==> config.mk <==
export PLATFORM = sky130hd
export DESIGN_NAME = bytemask_regfile
export DESIGN_NICKNAME = d
export VERILOG_FILES = /design/src/rtl/rf_pkg.sv /design/src/rtl/rf_index_decode.sv /design/src/rtl/rf_lane_reg.sv /design/src/rtl/rf_read_mux.sv /design/src/rtl/bytemask_regfile.sv
export SDC_FILE = /design/constraint.sdc
export NUM_CORES = 1
export LEC_CHECK = 0
export ABC_AREA = 1
export BUFFER_PORTS_ARGS = -buffer_cell sky130_fd_sc_hd__buf_2
export CAP_MARGIN = 20
export CORE_ASPECT_RATIO = 1.2
export CORE_MARGIN = 5
export CORE_UTILIZATION = 43
export DETAILED_ROUTE_END_ITERATION = 12
export GPL_TIMING_DRIVEN = 0
export SETUP_SLACK_MARGIN = 0.5
export SKIP_LAST_GASP = 1
export SLEW_MARGIN = 5
export SYNTH_ARGS = -nofsm -noshare
export SYNTH_HDL_FRONTEND = slang
export SYNTH_HIERARCHICAL = 1
export SYNTH_SLANG_ARGS = --single-unit
==> constraint.sdc <==
create_clock -name clk -period 1.8 [get_ports clk]
set_input_delay 0.36 -clock clk [delete_from_list [all_inputs] [get_ports clk]]
set_output_delay 0.36 -clock clk [all_outputs]
set_load 0.005 [all_outputs]
==> src/rtl/rf_pkg.sv <==
package rf_pkg;
  parameter int unsigned NUM_REGS = 8;
  parameter int unsigned REG_W    = 16;
  parameter int unsigned LANE_W   = 8;
  localparam int unsigned IDX_W   = $clog2(NUM_REGS);
  localparam int unsigned LANES   = REG_W / LANE_W;

  typedef logic [IDX_W-1:0]                 idx_t;
  typedef logic [REG_W-1:0]                 word_t;
  typedef logic [LANES-1:0]                 lanes_t;
  typedef logic [NUM_REGS-1:0][REG_W-1:0]   bank_t;
endpackage

==> src/rtl/rf_index_decode.sv <==
module rf_index_decode
  import rf_pkg::*;
(
  input  idx_t                idx_i,
  output logic [NUM_REGS-1:0] sel_o
);
  always_comb begin
    sel_o = '0;
    sel_o[idx_i] = 1'b1;
  end
endmodule

==> src/rtl/rf_lane_reg.sv <==
module rf_lane_reg #(
  parameter int unsigned W = 8
) (
  input  logic         clk,
  input  logic         rst,
  input  logic         ld_i,
  input  logic [W-1:0] d_i,
  output logic [W-1:0] q_o
);
  always_ff @(posedge clk) begin
    if (rst)       q_o <= '0;
    else if (ld_i) q_o <= d_i;
  end

  logic past_ok;
  always_ff @(posedge clk) past_ok <= 1'b1;

  AST_LANE_LOADS: assert property (@(posedge clk) disable iff (!past_ok)
    (!$past(rst) && $past(ld_i)) |-> (q_o == $past(d_i)));
  AST_LANE_HOLDS: assert property (@(posedge clk) disable iff (!past_ok)
    (!$past(rst) && !$past(ld_i)) |-> $stable(q_o));
  AST_RESET_ZERO: assert property (@(posedge clk) disable iff (!past_ok)
    $past(rst) |-> (q_o == '0));
endmodule

==> src/rtl/rf_read_mux.sv <==
module rf_read_mux
  import rf_pkg::*;
(
  input  bank_t bank_i,
  input  idx_t  idx_i,
  output word_t data_o
);
  always_comb data_o = bank_i[idx_i];
endmodule

==> src/rtl/bytemask_regfile.sv <==
module bytemask_regfile
  import rf_pkg::*;
(
  input  logic                 clk,
  input  logic                 rst,
  input  logic [IDX_W-1:0]     wr_idx,
  input  logic [REG_W-1:0]     wr_data,
  input  logic [LANES-1:0]     wr_lanes,
  input  logic [IDX_W-1:0]     rd0_idx,
  output logic [REG_W-1:0]     rd0_data,
  input  logic [IDX_W-1:0]     rd1_idx,
  output logic [REG_W-1:0]     rd1_data
);
  logic [NUM_REGS-1:0] reg_sel;
  bank_t               bank;

  rf_index_decode u_dec (
    .idx_i (wr_idx),
    .sel_o (reg_sel)
  );

  for (genvar r = 0; r < NUM_REGS; r++) begin : g_reg
    for (genvar l = 0; l < LANES; l++) begin : g_lane
      logic lane_ld;
      assign lane_ld = reg_sel[r] & wr_lanes[l];
      rf_lane_reg #(.W(LANE_W)) u_lane (
        .clk  (clk),
        .rst  (rst),
        .ld_i (lane_ld),
        .d_i  (wr_data[l*LANE_W +: LANE_W]),
        .q_o  (bank[r][l*LANE_W +: LANE_W])
      );
    end
  end

  rf_read_mux u_rd0 (.bank_i(bank), .idx_i(rd0_idx), .data_o(rd0_data));
  rf_read_mux u_rd1 (.bank_i(bank), .idx_i(rd1_idx), .data_o(rd1_data));

  logic past_ok;
  always_ff @(posedge clk) past_ok <= 1'b1;

  AST_OTHER_REG_KEPT: assert property (@(posedge clk) disable iff (!past_ok)
    (!$past(rst) && $stable(rd0_idx) && (rd0_idx != $past(wr_idx)))
      |-> $stable(rd0_data));
  AST_MASK_ZERO_KEPT: assert property (@(posedge clk) disable iff (!past_ok)
    (!$past(rst) && $stable(rd1_idx) && ($past(wr_lanes) == '0))
      |-> $stable(rd1_data));
  AST_FULL_WRITE_SEEN: assert property (@(posedge clk) disable iff (!past_ok)
    (!$past(rst) && $stable(rd0_idx) && (rd0_idx == $past(wr_idx))
      && ($past(wr_lanes) == '1)) |-> (rd0_data == $past(wr_data)));
  AST_RESET_READS_ZERO: assert property (@(posedge clk) disable iff (!past_ok)
    $past(rst) |-> (rd0_data == '0 && rd1_data == '0));
endmodule

==> results of run 1 <==
[layer usage]
layer	up-vias	global-route usage [%]	routed length, um
met2	297	44.4	14900
met5	-	0	0
li1	4982	-	-
met3	64	3.99	1630
met1	4262	33.0	13700
met4	0	10.2	1240
[what timing repair did]
item / CTS / global route
endpoints found under the setup margin: 32 / 56
pin swaps: 73 / 94
gates cloned: 3 / 0
gates resized for setup: 221 / 172
setup buffers: 4 / 7
[power by group]
| group | switching, mW | leakage (nW) | internal, mW | total, mW |
|---|---|---|---|---|
| registers | 0.101 | 1.11 | 2.92 | 3.02 |
| clock network | 1.31 | 0.280 | 2.19 | 3.50 |
| logic | 1.00 | 4.74 | 0.605 | 1.61 |
| total | 2.42 | 6.13 | 5.72 | 8.13 |
[placed cells by master (no fill, tap or decap), types with 3 or more instances in the layout]
cell type / instances
inv_2: 54
bufinv_16: 3
buf_16: 3
nand3_1: 82
inv_1: 369
nor2_1: 246
buf_8: 8
clkinv_2: 4
nand2_1: 591
buf_6: 60
buf_4: 14
dfxtp_4: 29
clkinvlp_4: 3
nand3_2: 46
buf_2: 60
buf_12: 3
dfxtp_2: 96
dfxtp_1: 3
nand2_2: 101
nor2_2: 16
clkbuf_16: 17
[path summary, 6_finish.rpt]
check / start / endpoint / cells past startpoint
max: g_reg[7].g_lane[1].u_lane/q_o[1] / rd1_data[9] / 7
min: wr_data[1] / g_reg[2].g_lane[0].u_lane/q_o[1] / 5
max reg2reg: g_reg[1].g_lane[1].u_lane/q_o[6] / g_reg[1].g_lane[1].u_lane/q_o[6] / 3
min reg2reg: g_reg[4].g_lane[1].u_lane/q_o[3] / g_reg[4].g_lane[1].u_lane/q_o[3] / 2
[layout make-up]
cell class	count	area [um2]
inverter	425	1600
clock buffer	19	443
buffer	80	866
clock inverter	11	141
fill	2162	9550
sequential	128	2790
timing repair buffer	68	478
multi-input combinational	1084	4770
tap	270	338
[critical path, cell delays in order, from the launching register on]
cell,delay [ns]
dfxtp_2,0.33
inv_1,0.04
nand2_1,0.05
nand3_1,0.10
nand2_2,0.11
nand2_1,0.07
nand2_1,0.10
buf_2,0.12
[cell families (layout without fill, tap and decap cells)]
group | after synthesis | after routing
flops | 128 | 128
simple gates | 1084 | 1084
buf+inv | 505 | 603
==> metrics.md, run 1 <==
| Metric | Value |
|---|---|
| Drt drc | 0 |
| Status | finished, final reports clean |
| Initial antenna violation count | 0 |
| Reg with most FFs | g.g_lane.u_lane/q_o |
| Setup TNS | 0 ns |
| Worst Max-Slew Pin Slew | 0.538 ns |
| Post-synthesis mux area share | 0% |
| Adder-cell share of the synthesized area | 0% |
| Synth Register Bits | 128 |
| Max Cap Viol | 0 |
| Post-synthesis simple-gate area fraction | 47.0% |
| CP Class | reg -> out |
| Cts bufs inserted | 17 |
| Initial Utilization | 43.7% |
| Asr flop ratio synth | 0% |
| DRT Pass-1 Iters | 5 |
| Compound-Gate Fraction of Synth Area | 0% |
| Clock transition at path regs | 0.06 ns |
| Nets | 1833 |
| Routed WL | 31400 um |
| Final setup vio count | 0 |
| Avg Vias per Cell | 4.61 |
| Dpl ws | -0.0873 ns |
| Flop2flop setup slack | 1.09 ns |
| Hold_ws | 0.342 ns |
| Vias | 9605 |
| Placed Area | 9810 um2 |
| Core area | 21000 um2 |
| WP data arrival | 1.34 ns |
| Post-Synthesis Cells | 1717 |
| Die area | 24400 um2 |
| Max FFs per register | 128 |
| # diodes | 0 |
| Count leader, synth | nand2_1 |
| Top flop regs | g.g_lane.u_lane/q_o (128) |
| Hold Path Class | in -> reg |
| GRT Total Usage | 26.1% |
| Largest net degree at the start of global routing | 17 |
| Peak VDD IR | 0.658 mV |
| Mean Syn Cell Area | 5.34 um2 |
| GRT overflow | 0 |
| IO buf count | 54 |
| GP Congestion | 0.938 |
| Fin crit share | 94.7% |
| CTS tree | built |
| Static leakage | 6.13 nW |
| Post-Syn Area | 9180 um2 |
| Chip height | 170 um |
| # hold bufs at CTS | 0 |
| Slew Viols, Final | 0 |
| Syn Nets | 1746 |
| Layout Cells excl Fill | 2085 |
| Hpwl dp | 22800 um |
| Num ports | 61 |
| CP required | 1.44 ns |
| Post-route ant nets | 0 |
| Worst Setup Start Kind | register |
| Design Power | 8.13 mW |
| Tmin final | 1.70 ns |
| Yosys cell types | 11 |
| Clock sink count | 128 |
| Share of layout cells above drive strength 1 | 28.8% |
| Largest family of logic cells by synthesized area | simple AND/OR/NAND/NOR gates |
| Area grow syn2layout | 24.5% |
| CTS HTree Levels | 4 |
| Root Buffer | clkbuf_16 |
| Synth area leader | dfxtp_1 |
| Ys flop type | dfxtp_1 |
| Crit path max fanout | 3 |
| Die Width | 143 um |
| Seq/Total Area, Yosys | 27.9% |
| WL per Instance | 15.1 um |
| Setup Skew | 0 ns |
| First-pass GRT wire length | 48500 um |
| Number of global-route vias before repair | 8844 |
| Rel. slew slack | 64.1% |
| Power per standard cell area | 712 nW/um2 |
| Share of the synthesized area in the top cell type | 27.9% |
| Cell count after placement | 2041 |
| Core Util, Final | 54.5% |
| EDFF count, synth | 0 |
| Clock latency at the later pin of the worst-skew pair | 0.42 ns |
| Synth area leaders | dfxtp_1 (28%), nand2_1 (28%), inv_1 (17%) |
| CP Capture Type | output pin |
| Count of warnings emitted by yosys | 6 |
| Fmax | 587 MHz |
| Design Area, Final | 11400 um2 |
| Xor-xnor portion of the synthesized cell area | 0% |
| RSZ-0062 raised after global routing | true |
| Initial DRC count | 767 |
| Hold Vio Cnt, Final | 0 |
| Max Root-Sink Buffers | 2 |
| Std-Cell Rows | 58 |
| Post-synth top cells | nand2_1 (676), inv_1 (422), nor2_1 (248) |
| Worst Slack Setup Final | 0.0960 ns |
(Power assumes the default switching activity.)
==> run 2: changes to the inputs <==
--- a/config.mk
+++ b/config.mk
@@ -6,7 +6,7 @@
 export NUM_CORES = 1
 export LEC_CHECK = 0
 export ABC_AREA = 1
-export BUFFER_PORTS_ARGS = -buffer_cell sky130_fd_sc_hd__buf_2
+export BUFFER_PORTS_ARGS = -buffer_cell sky130_fd_sc_hd__clkbuf_2
 export CAP_MARGIN = 20
 export CORE_ASPECT_RATIO = 1.2
 export CORE_MARGIN = 5
==> run 2 against run 1 <==
Compared with the run above:
- flip-flop and latch count unchanged
- largest power group unchanged
- register-to-register slack better by 0.04 ns
- clock-buffer cell count down 1
- global-route usage down 0.49 points
- non-clock buffer count down 9
- sequential power about the same
- core utilization down 0.67 points
- maximum frequency down 2.9%
- routed wire length down 0.11%
- die area unchanged
- via count down 0.27%
- critical endpoint is now rd1_data[7]
- first-iteration DRC count down 13%
==> metrics.md, run 2 (synthesis results as in run 1) <==
| Metric | Value |
|---|---|
| Status | finished, final reports clean |
| Comb pwr share | 20.1% (+0.3 points) |
| CTS tree | built |
| Hold_ws | 0.399 ns (+0.0575 ns) |
| Reg with most FFs | g.g_lane.u_lane/q_o |
| Placed Area | 9810 um2 (unchanged) |
| Hold Vio Cnt, Final | 0 (unchanged) |
| Worst-path cell chain | inv_2 -> nand2_2 -> nand3_2 -> nand2_2 -> nand2_2 -> nand2_2 -> clkbuf_2 |
| Top flop regs | g.g_lane.u_lane/q_o (128) |
| DRT Pass-1 Iters | 7 (+2) |
| Fin crit share | 97.5% (+2.8 points) |
| Chip height | 170 um (unchanged) |
| Area grow syn2layout | 23.0% |
| Initial DRC count | 668 (-13%) |
| Hpwl dp | 22800 um (-0.20%) |
| Die area | 24400 um2 (unchanged) |
| CTS HTree Levels | 4 (unchanged) |
| Hold Path Class | in -> reg |
| Peak VDD IR | 0.621 mV (-5.6%) |
| Worst Setup Start Kind | register |
| Setup Skew | 0 ns (unchanged) |
| Max Root-Sink Buffers | 2 (unchanged) |
| GP Congestion | 0.941 (+0.37%) |
| Cts bufs inserted | 17 (unchanged) |
| Post-route ant nets | 0 (unchanged) |
| P_int | 5.52 mW (-3.4%) |
| Worst Slack Setup Final | 0.0454 ns (-0.0507 ns) |
| CP required | 1.44 ns (about the same) |
| Routed WL | 31400 um (-0.11%) |
| Final setup vio count | 0 (unchanged) |
| Max Cap Viol | 0 (unchanged) |
| Nets | 1824 (-0.49%) |
| Core area | 21000 um2 (unchanged) |
| Switching power | 2.41 mW (-0.32%) |
| Clock latency at the later pin of the worst-skew pair | 0.42 ns (about the same) |
| WL per Instance | 15.1 um (+0.28%) |
| GRT overflow | 0 (unchanged) |
| GRT Total Usage | 25.6% (-0.49 points) |
| Most used cell along the critical path | nand2_2 |
| Design Area, Final | 11300 um2 (-1.2%) |
| Max FFs per register | 128 (unchanged) |
| Num ports | 61 (unchanged) |
| Dpl ws | -0.103 ns (-0.0157 ns) |
| Largest net degree at the start of global routing | 17 (unchanged) |
| Drt drc | 0 (unchanged) |
| Std-Cell Rows | 58 (unchanged) |
| Most frequent cells in the layout | nand2_1 (587), inv_1 (360), nor2_1 (246) |
| CP Class | reg -> out |
| Setup TNS | 0 ns (unchanged) |
| # hold bufs at CTS | 0 (unchanged) |
| CP max stage cell | dfxtp_2 |
| CP Capture Type | output pin |
| Initial antenna violation count | 1 (+1) |
| Static leakage | 6.06 nW (-1.2%) |
| Switch share | 30.4% (+0.66 points) |
| First-pass GRT wire length | 47500 um (-2.0%) |
| Avg Vias per Cell | 4.61 (+0.11%) |
| Register share of total power | 38.2% (+1.0 points) |
| IO buf count | 54 (unchanged) |
| Number of global-route vias before repair | 8772 (-0.81%) |
| Layout Cells excl Fill | 2077 (-0.38%) |
| Share of layout cells above drive strength 1 | 29.1% (+0.25 points) |
| Die Width | 143 um (unchanged) |
| Worst path max stage delay | 0.35 ns (+0.02 ns) |
| Vias | 9579 (-0.27%) |
| Rel. slew slack | 59.1% (-5.0 points) |
| Tmin final | 1.75 ns (+0.0507 ns) |
| Clk pwr share | 41.7% (-1.3 points) |
| WP data arrival | 1.39 ns (+0.05 ns) |
| Clock sink count | 128 (unchanged) |
| Initial Utilization | 43.7% (unchanged) |
| Slew Viols, Final | 0 (unchanged) |
| Fmax | 570 MHz (-2.9%) |
| RSZ-0062 raised after global routing | true |
| Most common cell after layout, fill and taps aside | nand2_1 |
| Worst Max-Slew Pin Slew | 0.613 ns (+0.0752 ns) |
| Cell count after placement | 2041 (unchanged) |
| Power per standard cell area | 703 nW/um2 (-1.3%) |
| Root Buffer | clkbuf_16 |
| Clock transition at path regs | 0.06 ns (about the same) |
| Crit path max fanout | 3 (unchanged) |
## run 2: changes by cell type in the layout (fill, tap and decap cells not counted), sizes merged
cell    previous run  this run
buf              148        97
bufinv             3         2
clkinv             5         7
clkbuf            19        60
diode              0         1
## run 2: final cells by class
cell class                      instances  area [um2]
Clock inverter                         12         121
Inverter                              425        1610
Antenna cell                            1        2.50
Multi-Input combinational cell       1084        4770
Buffer                                 80         882
Timing Repair Buffer                   59         364
Tap cell                              270         338
Clock buffer                           18         429
Sequential cell                       128        2770
Fill cell                            2229        9690
## run 2: timing repair
item | in CTS | in global routing
setup endpoints to repair | 32 | 45
resized for setup | 147 | 261
pin swaps | 43 | 116
cloned | 0 | 2
buffers inserted | 2 | 1
## run 2: per-stage QoR
| stage | util (%) | total power [mW] |
|---|---|---|
| 2_1_floorplan | - | 3.99 |
| 3_3_place_gp | 46.8 | 4.46 |
| 3_5_place_dp | 46.8 | 4.47 |
| 4_1_cts | 50.9 | 7.86 |
| 5_1_grt | 53.8 | 8.31 |
| 6_report | 53.8 | 7.93 |
## run 2: path summary, 6_finish.rpt
path,cells past startpoint,from,to,slack [ns]
worst max-delay path,7,g_reg[6].g_lane[0].u_lane/q_o[7],rd1_data[7],0.05
worst max register to register,3,g_reg[5].g_lane[0].u_lane/q_o[4],g_reg[5].g_lane[0].u_lane/q_o[4],1.13
worst min register to register,2,g_reg[6].g_lane[0].u_lane/q_o[4],g_reg[6].g_lane[0].u_lane/q_o[4],0.48
worst min-delay path,5,wr_data[1],g_reg[4].g_lane[0].u_lane/q_o[1],0.40
## run 2: critical path, delay by kind of cell, from the launching register on
| kind | cells | cell delay, ns |
|---|---|---|
| buffers and inverters | 2 | 0.17 |
| flip-flops | 1 | 0.35 |
| AND/OR/NAND/NOR | 5 | 0.46 |
## run 2: power by group through the flow
stage          Clock [mW]  Combinational [mW]  Sequential [mW]
2_1_floorplan           0               0.937             3.05
3_3_place_gp            0                1.37             3.09
3_5_place_dp            0                1.38             3.09
4_1_cts              3.37                1.44             3.04
5_1_grt              3.50                1.77             3.04
6_report             3.30                1.59             3.03
## run 2: routing by layer
| layer | GRT usage (%) | up-vias | part of all wire (%) |
|---|---|---|---|
| met5 | 0 | - | 0 |
| met4 | 10.9 | 0 | 4.1 |
| met3 | 3.18 | 60 | 5.2 |
| met2 | 43.7 | 297 | 48 |
| met1 | 32.3 | 4253 | 43 |
| li1 | - | 4969 | - |
